`src/rtl/mflash_pkg.sv`:
```
package mflash_pkg;
  localparam int CNT_W  = 4;
  localparam int BUS_W  = 16;
  localparam int BYTE_W = 8;

  typedef enum logic [2:0] {
    ST_IDLE,
    ST_ADDR,
    ST_AHOLD,
    ST_DATA,
    ST_END,
    ST_RECOV
  } seq_state_e;

  typedef struct packed {
    logic             en;
    logic [CNT_W-1:0] a2d;
    logic [CNT_W-1:0] rec;
  } win_cfg_t;
endpackage

```
`src/rtl/mflash_cfg_regs.sv`:
```
module mflash_cfg_regs
  import mflash_pkg::*;
#(
  parameter int NWIN     = 2,
  parameter int WSEL_W   = 1,
  parameter int BOOT_REC = 3
) (
  input  logic                   clk,
  input  logic                   rst,
  input  logic                   cfg_we,
  input  logic [WSEL_W-1:0]      cfg_win,
  input  logic                   cfg_en,
  input  logic [CNT_W-1:0]       cfg_a2d,
  input  logic [CNT_W-1:0]       cfg_rec,
  output win_cfg_t [NWIN-1:0]    cfgs
);
  always_ff @(posedge clk) begin
    for (int i = 0; i < NWIN; i++) begin
      if (rst) begin
        cfgs[i].en  <= (i == 0);
        cfgs[i].a2d <= '1;
        cfgs[i].rec <= CNT_W'(BOOT_REC);
      end else if (cfg_we && (cfg_win == WSEL_W'(i))) begin
        cfgs[i].en  <= cfg_en;
        cfgs[i].a2d <= cfg_a2d;
        cfgs[i].rec <= cfg_rec;
      end
    end
  end
endmodule

```
`src/rtl/mflash_decode.sv`:
```
module mflash_decode
  import mflash_pkg::*;
#(
  parameter int ADDR_W   = 24,
  parameter int WIN_LOG2 = 22,
  parameter int NWIN     = 2
) (
  input  logic [ADDR_W-1:0]   addr,
  input  win_cfg_t [NWIN-1:0] cfgs,
  output logic [NWIN-1:0]     hit,
  output logic                hit_any,
  output logic [CNT_W-1:0]    sel_a2d,
  output logic [CNT_W-1:0]    sel_rec
);
  localparam int REG_W = ADDR_W - WIN_LOG2;

  for (genvar i = 0; i < NWIN; i++) begin : g_win
    assign hit[i] = cfgs[i].en && (addr[ADDR_W-1:WIN_LOG2] == REG_W'(i));
  end

  assign hit_any = |hit;

  always_comb begin
    sel_a2d = '0;
    sel_rec = '0;
    for (int i = 0; i < NWIN; i++) begin
      if (hit[i]) begin
        sel_a2d = sel_a2d | cfgs[i].a2d;
        sel_rec = sel_rec | cfgs[i].rec;
      end
    end
  end
endmodule

```
`src/rtl/mflash_seq.sv`:
```
module mflash_seq
  import mflash_pkg::*;
#(
  parameter int ADDR_W = 24,
  parameter int NWIN   = 2
) (
  input  logic              clk,
  input  logic              rst,
  input  logic              bus_wide,
  input  logic              req_valid,
  input  logic              req_write,
  input  logic [ADDR_W-1:0] req_addr,
  input  logic [1:0]        req_be,
  input  logic [BUS_W-1:0]  req_wdata,
  input  logic [NWIN-1:0]   hit,
  input  logic              hit_any,
  input  logic [CNT_W-1:0]  sel_a2d,
  input  logic [CNT_W-1:0]  sel_rec,
  output logic              req_ready,
  output logic              rsp_err,
  output logic [BUS_W-1:0]  rsp_rdata,
  output logic [NWIN-1:0]   ce_n,
  output logic              ale,
  output logic              oe_n,
  output logic              we_n,
  output logic [BUS_W-1:0]  ad_out,
  output logic              ad_oe,
  input  logic [BUS_W-1:0]  ad_in,
  output logic [ADDR_W-BUS_W-1:0] addr_hi
);
  localparam int HI_W = ADDR_W - BUS_W;

  seq_state_e        state_q, state_d;
  logic [CNT_W-1:0]  cnt_q, cnt_d, rec_q, rec_d;
  logic              wr_q, wr_d, err_q, err_d;
  logic [ADDR_W-1:0] addr_q, addr_d;
  logic [BUS_W-1:0]  wdat_q, wdat_d, wfmt;
  logic [NWIN-1:0]   win_q, win_d;
  logic              legal_wr, start_ok;

  // a write must fit in a single bus data cycle
  assign legal_wr = (req_be != 2'b00) && (bus_wide || (req_be != 2'b11));
  assign start_ok = hit_any && (!req_write || legal_wr);

  always_comb begin
    if (bus_wide) begin
      wfmt = req_wdata;
    end else if (req_be == 2'b10) begin
      wfmt = {{(BUS_W-BYTE_W){1'b0}}, req_wdata[BUS_W-1:BYTE_W]};
    end else begin
      wfmt = {{(BUS_W-BYTE_W){1'b0}}, req_wdata[BYTE_W-1:0]};
    end
  end

  always_comb begin
    state_d = state_q;
    cnt_d   = cnt_q;
    rec_d   = rec_q;
    wr_d    = wr_q;
    err_d   = err_q;
    addr_d  = addr_q;
    wdat_d  = wdat_q;
    win_d   = win_q;
    case (state_q)
      ST_IDLE: begin
        if (req_valid) begin
          if (start_ok) begin
            state_d = ST_ADDR;
            wr_d    = req_write;
            addr_d  = req_addr;
            wdat_d  = wfmt;
            win_d   = hit;
            err_d   = 1'b0;
            rec_d   = sel_rec;
            cnt_d   = (sel_a2d == '0) ? '0 : sel_a2d - 1'b1;
          end else begin
            state_d = ST_END;
            err_d   = 1'b1;
            rec_d   = '0;
            win_d   = '0;
            wr_d    = 1'b0;
          end
        end
      end
      ST_ADDR:  state_d = ST_AHOLD;
      ST_AHOLD: state_d = ST_DATA;
      ST_DATA: begin
        if (cnt_q == '0) state_d = ST_END;
        else             cnt_d   = cnt_q - 1'b1;
      end
      ST_END: begin
        if (rec_q == '0) begin
          state_d = ST_IDLE;
        end else begin
          state_d = ST_RECOV;
          cnt_d   = rec_q - 1'b1;
        end
      end
      ST_RECOV: begin
        if (cnt_q == '0) state_d = ST_IDLE;
        else             cnt_d   = cnt_q - 1'b1;
      end
      default: state_d = ST_IDLE;
    endcase
  end

  // state and pins are registered together from the next-state values
  always_ff @(posedge clk) begin
    if (rst) begin
      state_q   <= ST_IDLE;
      cnt_q     <= '0;
      rec_q     <= '0;
      wr_q      <= 1'b0;
      err_q     <= 1'b0;
      addr_q    <= '0;
      wdat_q    <= '0;
      win_q     <= '0;
      ce_n      <= '1;
      ale       <= 1'b0;
      oe_n      <= 1'b1;
      we_n      <= 1'b1;
      ad_oe     <= 1'b0;
      ad_out    <= '0;
      addr_hi   <= '0;
      req_ready <= 1'b0;
      rsp_err   <= 1'b0;
    end else begin
      state_q   <= state_d;
      cnt_q     <= cnt_d;
      rec_q     <= rec_d;
      wr_q      <= wr_d;
      err_q     <= err_d;
      addr_q    <= addr_d;
      wdat_q    <= wdat_d;
      win_q     <= win_d;
      ce_n      <= (state_d inside {ST_ADDR, ST_AHOLD, ST_DATA}) ? ~win_d : '1;
      ale       <= (state_d == ST_ADDR);
      oe_n      <= !((state_d == ST_DATA) && !wr_d);
      we_n      <= !((state_d == ST_DATA) && wr_d);
      ad_oe     <= (state_d inside {ST_ADDR, ST_AHOLD}) || ((state_d == ST_DATA) && wr_d);
      ad_out    <= ((state_d == ST_DATA) && wr_d) ? wdat_d : addr_d[BUS_W-1:0];
      addr_hi   <= addr_d[ADDR_W-1:BUS_W];
      req_ready <= (state_d == ST_END);
      rsp_err   <= (state_d == ST_END) && err_d;
    end
  end

  // read data is taken in the last cycle of the output-enable phase
  always_ff @(posedge clk) begin
    if (rst) begin
      rsp_rdata <= '0;
    end else if ((state_q == ST_DATA) && (cnt_q == '0) && !wr_q) begin
      rsp_rdata <= bus_wide ? ad_in : {{(BUS_W-BYTE_W){1'b0}}, ad_in[BYTE_W-1:0]};
    end
  end

  assert_ce_onehot_R1: assert property (@(posedge clk) disable iff (rst)
    $onehot0(~ce_n));

  assert_ale_pulse_R5: assert property (@(posedge clk) disable iff (rst)
    ale |=> !ale);

  assert_hold_before_data_R5: assert property (@(posedge clk) disable iff (rst)
    ($fell(oe_n) || $fell(we_n)) |-> $past(ad_oe && !ale && (ce_n != '1)));

  assert_strobe_excl_R6: assert property (@(posedge clk) disable iff (rst)
    !(!oe_n && !we_n));

  assert_recov_quiet_R8: assert property (@(posedge clk) disable iff (rst)
    (state_q == ST_RECOV || req_ready) |-> ((ce_n == '1) && oe_n && we_n));

  assert_ready_pulse_R9: assert property (@(posedge clk) disable iff (rst)
    req_ready |=> !req_ready);

  assert_err_no_bus_R10: assert property (@(posedge clk) disable iff (rst)
    (req_ready && rsp_err) |-> ($past(ce_n == '1) && $past(!ale) && $past(we_n)));
endmodule

```
`src/rtl/mflash_bus_ctrl.sv`:
```
module mflash_bus_ctrl
  import mflash_pkg::*;
#(
  parameter int ADDR_W   = 24,
  parameter int WIN_LOG2 = 22,
  parameter int NWIN     = 2,
  parameter int BOOT_REC = 3
) (
  input  logic                    clk,
  input  logic                    rst,
  input  logic                    strap_wide,
  input  logic                    cfg_we,
  input  logic [((NWIN > 1) ? $clog2(NWIN) : 1)-1:0] cfg_win,
  input  logic                    cfg_en,
  input  logic [CNT_W-1:0]        cfg_a2d,
  input  logic [CNT_W-1:0]        cfg_rec,
  input  logic                    req_valid,
  input  logic                    req_write,
  input  logic [ADDR_W-1:0]       req_addr,
  input  logic [1:0]              req_be,
  input  logic [BUS_W-1:0]        req_wdata,
  output logic                    req_ready,
  output logic                    rsp_err,
  output logic [BUS_W-1:0]        rsp_rdata,
  output logic [NWIN-1:0]         fb_ce_n,
  output logic                    fb_ale,
  output logic                    fb_oe_n,
  output logic                    fb_we_n,
  output logic [BUS_W-1:0]        fb_ad_out,
  output logic                    fb_ad_oe,
  input  logic [BUS_W-1:0]        fb_ad_in,
  output logic [ADDR_W-BUS_W-1:0] fb_addr_hi
);
  localparam int WSEL_W = (NWIN > 1) ? $clog2(NWIN) : 1;

  win_cfg_t [NWIN-1:0] cfgs;
  logic [NWIN-1:0]     hit;
  logic                hit_any;
  logic [CNT_W-1:0]    sel_a2d, sel_rec;
  logic                bus_wide_q;

  // width strap is captured only while reset is held
  always_ff @(posedge clk) begin
    if (rst) bus_wide_q <= strap_wide;
  end

  mflash_cfg_regs #(.NWIN(NWIN), .WSEL_W(WSEL_W), .BOOT_REC(BOOT_REC)) u_cfg (
    .clk(clk), .rst(rst), .cfg_we(cfg_we), .cfg_win(cfg_win),
    .cfg_en(cfg_en), .cfg_a2d(cfg_a2d), .cfg_rec(cfg_rec), .cfgs(cfgs)
  );

  mflash_decode #(.ADDR_W(ADDR_W), .WIN_LOG2(WIN_LOG2), .NWIN(NWIN)) u_dec (
    .addr(req_addr), .cfgs(cfgs), .hit(hit), .hit_any(hit_any),
    .sel_a2d(sel_a2d), .sel_rec(sel_rec)
  );

  mflash_seq #(.ADDR_W(ADDR_W), .NWIN(NWIN)) u_seq (
    .clk(clk), .rst(rst), .bus_wide(bus_wide_q),
    .req_valid(req_valid), .req_write(req_write), .req_addr(req_addr),
    .req_be(req_be), .req_wdata(req_wdata),
    .hit(hit), .hit_any(hit_any), .sel_a2d(sel_a2d), .sel_rec(sel_rec),
    .req_ready(req_ready), .rsp_err(rsp_err), .rsp_rdata(rsp_rdata),
    .ce_n(fb_ce_n), .ale(fb_ale), .oe_n(fb_oe_n), .we_n(fb_we_n),
    .ad_out(fb_ad_out), .ad_oe(fb_ad_oe), .ad_in(fb_ad_in), .addr_hi(fb_addr_hi)
  );
endmodule

```
`config.mk`:
```
export PLATFORM = sky130hd
export DESIGN_NAME = mflash_bus_ctrl
export DESIGN_NICKNAME = d
export VERILOG_FILES = /design/src/rtl/mflash_pkg.sv /design/src/rtl/mflash_cfg_regs.sv /design/src/rtl/mflash_decode.sv /design/src/rtl/mflash_seq.sv /design/src/rtl/mflash_bus_ctrl.sv
export SDC_FILE = /design/constraint.sdc
export NUM_CORES = 1
export LEC_CHECK = 0
export BUFFER_PORTS_ARGS = -buffer_cell sky130_fd_sc_hd__buf_2
export CAP_MARGIN = 30
export CELL_PAD_IN_SITES_DETAIL_PLACEMENT = 1
export CELL_PAD_IN_SITES_GLOBAL_PLACEMENT = 1
export CORE_MARGIN = 1.5
export CORE_UTILIZATION = 39
export DETAILED_ROUTE_END_ITERATION = 6
export GPL_TIMING_DRIVEN = 0
export PLACE_DENSITY_LB_ADDON = 0.1
export SLEW_MARGIN = 20
export SYNTH_ARGS = -nofsm -noshare
export SYNTH_HDL_FRONTEND = slang
export SYNTH_SLANG_ARGS = --single-unit
```
`constraint.sdc`:
```
create_clock -name clk -period 3.4 [get_ports clk]
set_clock_uncertainty 0.1 [all_clocks]
set_input_delay 0.85 -clock clk [delete_from_list [all_inputs] [get_ports clk]]
set_output_delay 0.85 -clock clk [all_outputs]
set_load 0.01 [all_outputs]
```
======== After elaboration in Yosys (flattened, before gate mapping) ========
Cells that the tools add are included.
word-level totals
  word-level logic and storage cells ...... 118
  input bits .............................. 74
  flip-flop bits (word level) ............. 122
cells by class
  reduce and logical (&&, ||, !) cells .... 33
  muxes and demuxes ....................... 36
  bitwise logic cells ..................... 5
  add/sub/neg operators ................... 3
  eq/ne operators ......................... 16
operator list
  operator                                           count
  2-to-1 mux 16 bit                                  6
  2-to-1 mux 24 bit                                  3
  2-to-1 mux 4 bit                                   10
  case mux 3 bit (6 select lines)                    1
  2-to-1 mux 3 bit                                   5
  == test 3 x 2 -> 1 bit (second input constant)     4
  zero test 4 bit                                    3
  case mux 4 bit (3 select lines)                    1
  subtractor 4 x 1 -> 4 bit (second input constant)  3
  logical AND 1 bit                                  11
  == test 3 bit (second input constant)              3
  2-to-1 mux 8 bit                                   1
  != test 2 bit (second input constant)              4
  OR 4 bit                                           2
  == test 3 x 1 -> 1 bit (second input constant)     2
  2-to-1 mux 1 bit                                   6
  2-to-1 mux 2 bit                                   3
  nonzero test 3 bit                                 2
  OR reduction 2 bit                                 3
  zero test 1 bit                                    5
  AND reduction 5 bit                                1
  nonzero test 2 bit                                 2
  zero test 3 bit                                    1
  logical OR 1 bit                                   3
  other kinds (7)                                    8

======== Logic depth before layout (Yosys ltp) ========
  depth after elaboration ................. 12
  mapped depth ............................ 9
  depth with buffers taken out ............ 8

======== Cells and area by module ========
Synthesis repeated with hierarchy kept, for this count alone.
second synthesis, totals
  cell total of the unflattened synthesis .. 549
  area, all modules ....................... 4984.8 sq um
by module, submodules not included
  module           instances  cells an instance  sequential area each (sq um)  area an instance (sq um)
  mflash_seq       1          438                1901.8                        3991.3
  mflash_cfg_regs  1          74                 360.3                         733.2
  mflash_decode    1          36                 0.0                           230.2
  mflash_bus_ctrl  1          1                  30.0                          30.0

======== Worst setup path before layout ========
No wires, ideal clock.
  path kind ............................... input -> register
  from .................................... input port req_addr[22]
  to ...................................... register u_seq.ad_out[8]
  path buffers ............................ 4
  data arrival time ....................... 2.487 ns
  stages .................................. 9
  data required time ...................... 3.164 ns
  library setup time ...................... 0.136 ns
  setup slack ............................. 0.677 ns
  path through ............................ buf_2 and2_1 clkbuf_1 o21ba_2 and3_1 buf_2 buf_2 mux2i_1 a32oi_4
between the ends
  cells in the longest elaborated chain, start to end .. 10
ends and longest elaborated chain
  what                                                              RTL line               RTL
  from (decl)                                                       mflash_bus_ctrl.sv:19  input logic [ADDR_W-1:0] req_addr,
  == test 2 x 1 -> 1 bit / zero test 2 bit (equally long branches)  mflash_decode.sv:18    assign hit[i] = cfgs[i].en && (addr[ADDR_W-1:WIN_LOG2] == REG_W'(i));
  logical AND 1 bit                                                 mflash_decode.sv:18
  OR reduction 2 bit *                                              mflash_decode.sv:21    assign hit_any = |hit;
  logical AND 1 bit *                                               mflash_seq.sv:43       assign start_ok = hit_any && (!req_write || legal_wr);
  2-to-1 mux 3 bit                                                  mflash_seq.sv:67       if (start_ok) begin
  2-to-1 mux 3 bit                                                  mflash_seq.sv:66       if (req_valid) begin
  case mux 3 bit (6 select lines)                                   mflash_seq.sv:64       case (state_q)
  == test 3 x 2 -> 1 bit                                            mflash_seq.sv:141      ad_out <= ((state_d == ST_DATA) && wr_d) ? wdat_d : addr_d[BUS_W-1:0];
  logical AND 1 bit                                                 mflash_seq.sv:141
  2-to-1 mux 16 bit *                                               mflash_seq.sv:141
  to (signal assigned)                                              mflash_seq.sv:141
  to (decl)                                                         mflash_seq.sv:26       output logic [BUS_W-1:0] ad_out,
Every way passes the cells marked *; elsewhere a longest branch is shown, timed or not.
A chain may end at the register's enable or synchronous reset.

======== Worst setup path in the final report ========
  from .................................... register bus_wide_q
  to ...................................... register u_seq.ad_out[15]
between the ends
  cells in the longest elaborated chain, start to end .. 10
ends and longest elaborated chain
  what                             RTL line               RTL
  from (decl)                      mflash_bus_ctrl.sv:40  logic bus_wide_q;
  from (signal assigned)           mflash_bus_ctrl.sv:44  if (rst) bus_wide_q <= strap_wide;
  logical OR 1 bit                 mflash_seq.sv:42       assign legal_wr = (req_be != 2'b00) && (bus_wide || (req_be != 2'b11));
  logical AND 1 bit                mflash_seq.sv:42
  logical OR 1 bit                 mflash_seq.sv:43
  logical AND 1 bit                mflash_seq.sv:43
  2-to-1 mux 3 bit                 mflash_seq.sv:67
  2-to-1 mux 3 bit                 mflash_seq.sv:66
  case mux 3 bit (6 select lines)  mflash_seq.sv:64
  == test 3 x 2 -> 1 bit           mflash_seq.sv:141
  logical AND 1 bit                mflash_seq.sv:141
  2-to-1 mux 16 bit *              mflash_seq.sv:141
Marks and branches as above.

==> results.cfg <==
[global_route]
grt_pass1_vias = 4519
track_usage = 0.2335
antenna_found_initial = 1
grt_overflow_total = 0
grt_max_degree = 17
grt_pass1_wl_um = 23030

[sta]
post-route-min-period_ps = 2993
setup_viol = 0
finalHoldViolCount = 0
tns_ps = 0
finalCritPeriodShare = 0.8804
worst-slew-pin-transition_ps = 872.9
final_max_slew_viol_count = 0
rsz0062_at_grt = no
max_slew_margin = 0.4136
fmax_ghz = 0.3341
hold_ws_ps = 354.4

[finish]
most-common-layout-cells = buf_2 (125), dfxtp_1 (113), nand2_1 (81), nand3_1 (64), a21oi_1 (36)
syn_to_final_growth_pct = 29.69
final_common_cell = buf_2
stdcell_area_mm2 = 0.006067
drive_gt1_frac = 0.2918
nets = 721
final_cells = 802

[floorplanning]
num_rows = 39
die_area_mm2 = 0.01266
chipWidth_um = 112.5
core_area_mm2 = 0.01156
ios = 122
floorplan.initialDensity = 0.4045
dieHeight_um = 112.5

[yosys]
synth.avg_cell_area_um2 = 9.246
synth_cell_types = 55
synth-main-ff-cell = dfxtp_1
synth_area_mm2 = 0.004678
ys_ff_latch = 114
ys_seq_area_frac = 0.4900
syn-instance-count = 506
syn_nets = 581
ys_async_sr_fraction = 0
ys_warn_count = 0
synth_edf_count = 1

[route]
vias = 4271
drtIter0Drc = 212
wl_per_cell_um = 17.65
dr.pass1.iters = 7
drt-total-wl_um = 14160
antenna_left = 0
drcViolationCount = 10
viasPerCell = 5.325

[worst_setup_path]
r2r_start = bus_wide_q
r2r_end = u_seq.ad_out[15]
critPathKind = reg2reg
cp_slowest_cell = clkbuf_1
required_ps = 3630
path_max_fanout = 10
worstPathBufferInverterCount = 3
crit_path_start_kind = register
r2r_slack_ps = 410
r2r_cells = 8
crit_family = buffers and inverters
crit_start = bus_wide_q
path_cells = clkbuf_1 > and3b_1 > o21ai_0 > and3_1 > buf_2 > clkbuf_1 > nand3_1 > a32oi_2
max_stage_delay_ps = 520
crit_cells = 8
critPathCapture = u_seq.ad_out[15]
worst_ep_arrival_time_ps = 3220
cp-end-kind = register
crit_top_cell = clkbuf_1

[flow_run]
drv_cap = 0

[clocking]
cts_tree = built
clk_latency_ps = 410
ctsResizeCount = 0
cts_max_path_buffers = 2
cts.root.buffer_cell = clkbuf_16
postCtsSetupRepairBufs = 0
clkTransAtPathRegs_ps = 50
h-tree-depth = 4
numCtsBuffers = 17
clock-sinks = 114
cts_hold_buf = 0

[placement]
gp_congestion = 0.8806
placed_area_mm2 = 0.005463
dp_cells = 770
io_buffer_count = 120
dp_hpwl_um = 10090

[status]
outcome = finished, violations left
failed_checks = design-rule violations

[power]
power_density_mw_per_mm2 = 585.1
ir_drop_mv = 0.3436
power_leakage_nw = 2.619

[worst_hold_path]
hold_class = reg2reg
synthesized netlist by cell type (4+ instances only):
| cell | instances | area [um^2] |
|---|---|---|
| nand3_1 | 64 | 320.3 |
| nand2_1 | 81 | 304.0 |
| nor3_1 | 6 | 30.03 |
| and2_1 | 12 | 75.07 |
| clkbuf_1 | 26 | 97.59 |
| nor2_1 | 28 | 105.1 |
| buf_2 | 4 | 20.02 |
| mux2i_1 | 27 | 270.3 |
| a32oi_1 | 11 | 96.34 |
| buf_4 | 9 | 67.56 |
| dfxtp_1 | 113 | 2262 |
| a21oi_1 | 36 | 180.2 |
| a32oi_2 | 9 | 146.4 |
| mux2_2 | 8 | 90.09 |
| a31oi_1 | 4 | 25.02 |
| o21ai_0 | 7 | 35.03 |
| nor2b_1 | 5 | 31.28 |
cell families (layout without fill, tap and decap cells):
| logic type | after synthesis | count (layout) | share of synthesized area |
|---|---|---|---|
| flip-flops | 114 | 114 | 0.4900 |
| AND/OR/NAND/NOR | 218 | 218 | 0.2241 |
| buffers and inverters | 47 | 199 | 0.05429 |
| multiplexers | 35 | 35 | 0.07703 |
| XOR/XNOR | 4 | 4 | 0.007490 |
| adder cells (fa/ha/maj) | 1 | 1 | 0.002674 |
| AO/OA/AOI/OAI | 87 | 87 | 0.1444 |
| other | 0 | 1 | 0 |
registers in the layout (all words and copies together) (netlist names):
| name | count |
|---|---|
| bus_wide_q | 1 |
| u_cfg.cfgs | 18 |
| u_seq.ad_oe | 1 |
| u_seq.ad_out | 16 |
| u_seq.addr_q | 24 |
| u_seq.ale | 1 |
| u_seq.ce_n | 2 |
| u_seq.cnt_q | 4 |
| u_seq.err_q | 1 |
| u_seq.oe_n | 1 |
| u_seq.rec_q | 4 |
| u_seq.req_ready | 1 |
| u_seq.rsp_err | 1 |
| u_seq.rsp_rdata | 16 |
| u_seq.state_q | 3 |
| u_seq.wdat_q | 16 |
| u_seq.we_n | 1 |
| u_seq.win_q | 2 |
| u_seq.wr_q | 1 |
per-layer routing:
layer,vias up,track usage,part of all wire
li1,2075,-,-
met4,0,0.07426,0.019
met5,-,0,0
met2,114,0.4070,0.50
met1,2060,0.2799,0.43
met3,22,0.06479,0.048
worst min-delay path by stage:
stage / from / depth (start not counted) / end / slack, ps
floorplan: u_cfg.cfgs[6] / 2 / u_cfg.cfgs[6] / 330
finish: u_seq.rsp_rdata[8] / 2 / u_seq.rsp_rdata[8] / 350
global placement: u_seq.rsp_rdata[11] / 2 / u_seq.rsp_rdata[11] / 340
CTS: u_seq.rsp_rdata[13] / 2 / u_seq.rsp_rdata[13] / 360
detailed placement: u_seq.rsp_rdata[13] / 2 / u_seq.rsp_rdata[13] / 350
global route: u_seq.rsp_rdata[3] / 2 / u_seq.rsp_rdata[3] / 370
where the power goes:
part	switching [mW]	internal (mW)
combinational	0.191	0.135
sequential	0.0226	1.39
clock	0.618	1.20
total	0.832	2.72
stage by stage:
stage / worst slack (ps) / util / power, mW
4_1_cts: 428.8 / 0.5244 / 3.569
5_1_grt: 199.2 / 0.5246 / 3.674
3_3_place_gp: 112.2 / 0.4719 / 1.751
6_report: 406.8 / 0.5246 / 3.550
2_1_floorplan: 677.0 / - / 1.631
3_5_place_dp: 60.83 / 0.4724 / 1.760
worst min-delay path, stage by stage, from the launching register on:
cell     delay [ps]
dfxtp_1         300
nand2_1          50
a21oi_1          50
final cells by class:
type                            instances  area, um^2
Antenna cell                            1       2.502
Buffer                                 45       246.5
Clock buffer                           20       466.7
Clock inverter                         11       135.1
Fill cell                            1394        5498
Inverter                                2       7.507
Multi-Input combinational cell        345        2132
Sequential cell                       114        2292
Tap cell                              143       178.9
Timing Repair Buffer                  121       605.6
No activity file was read; power rests on OpenSTA's default activity.
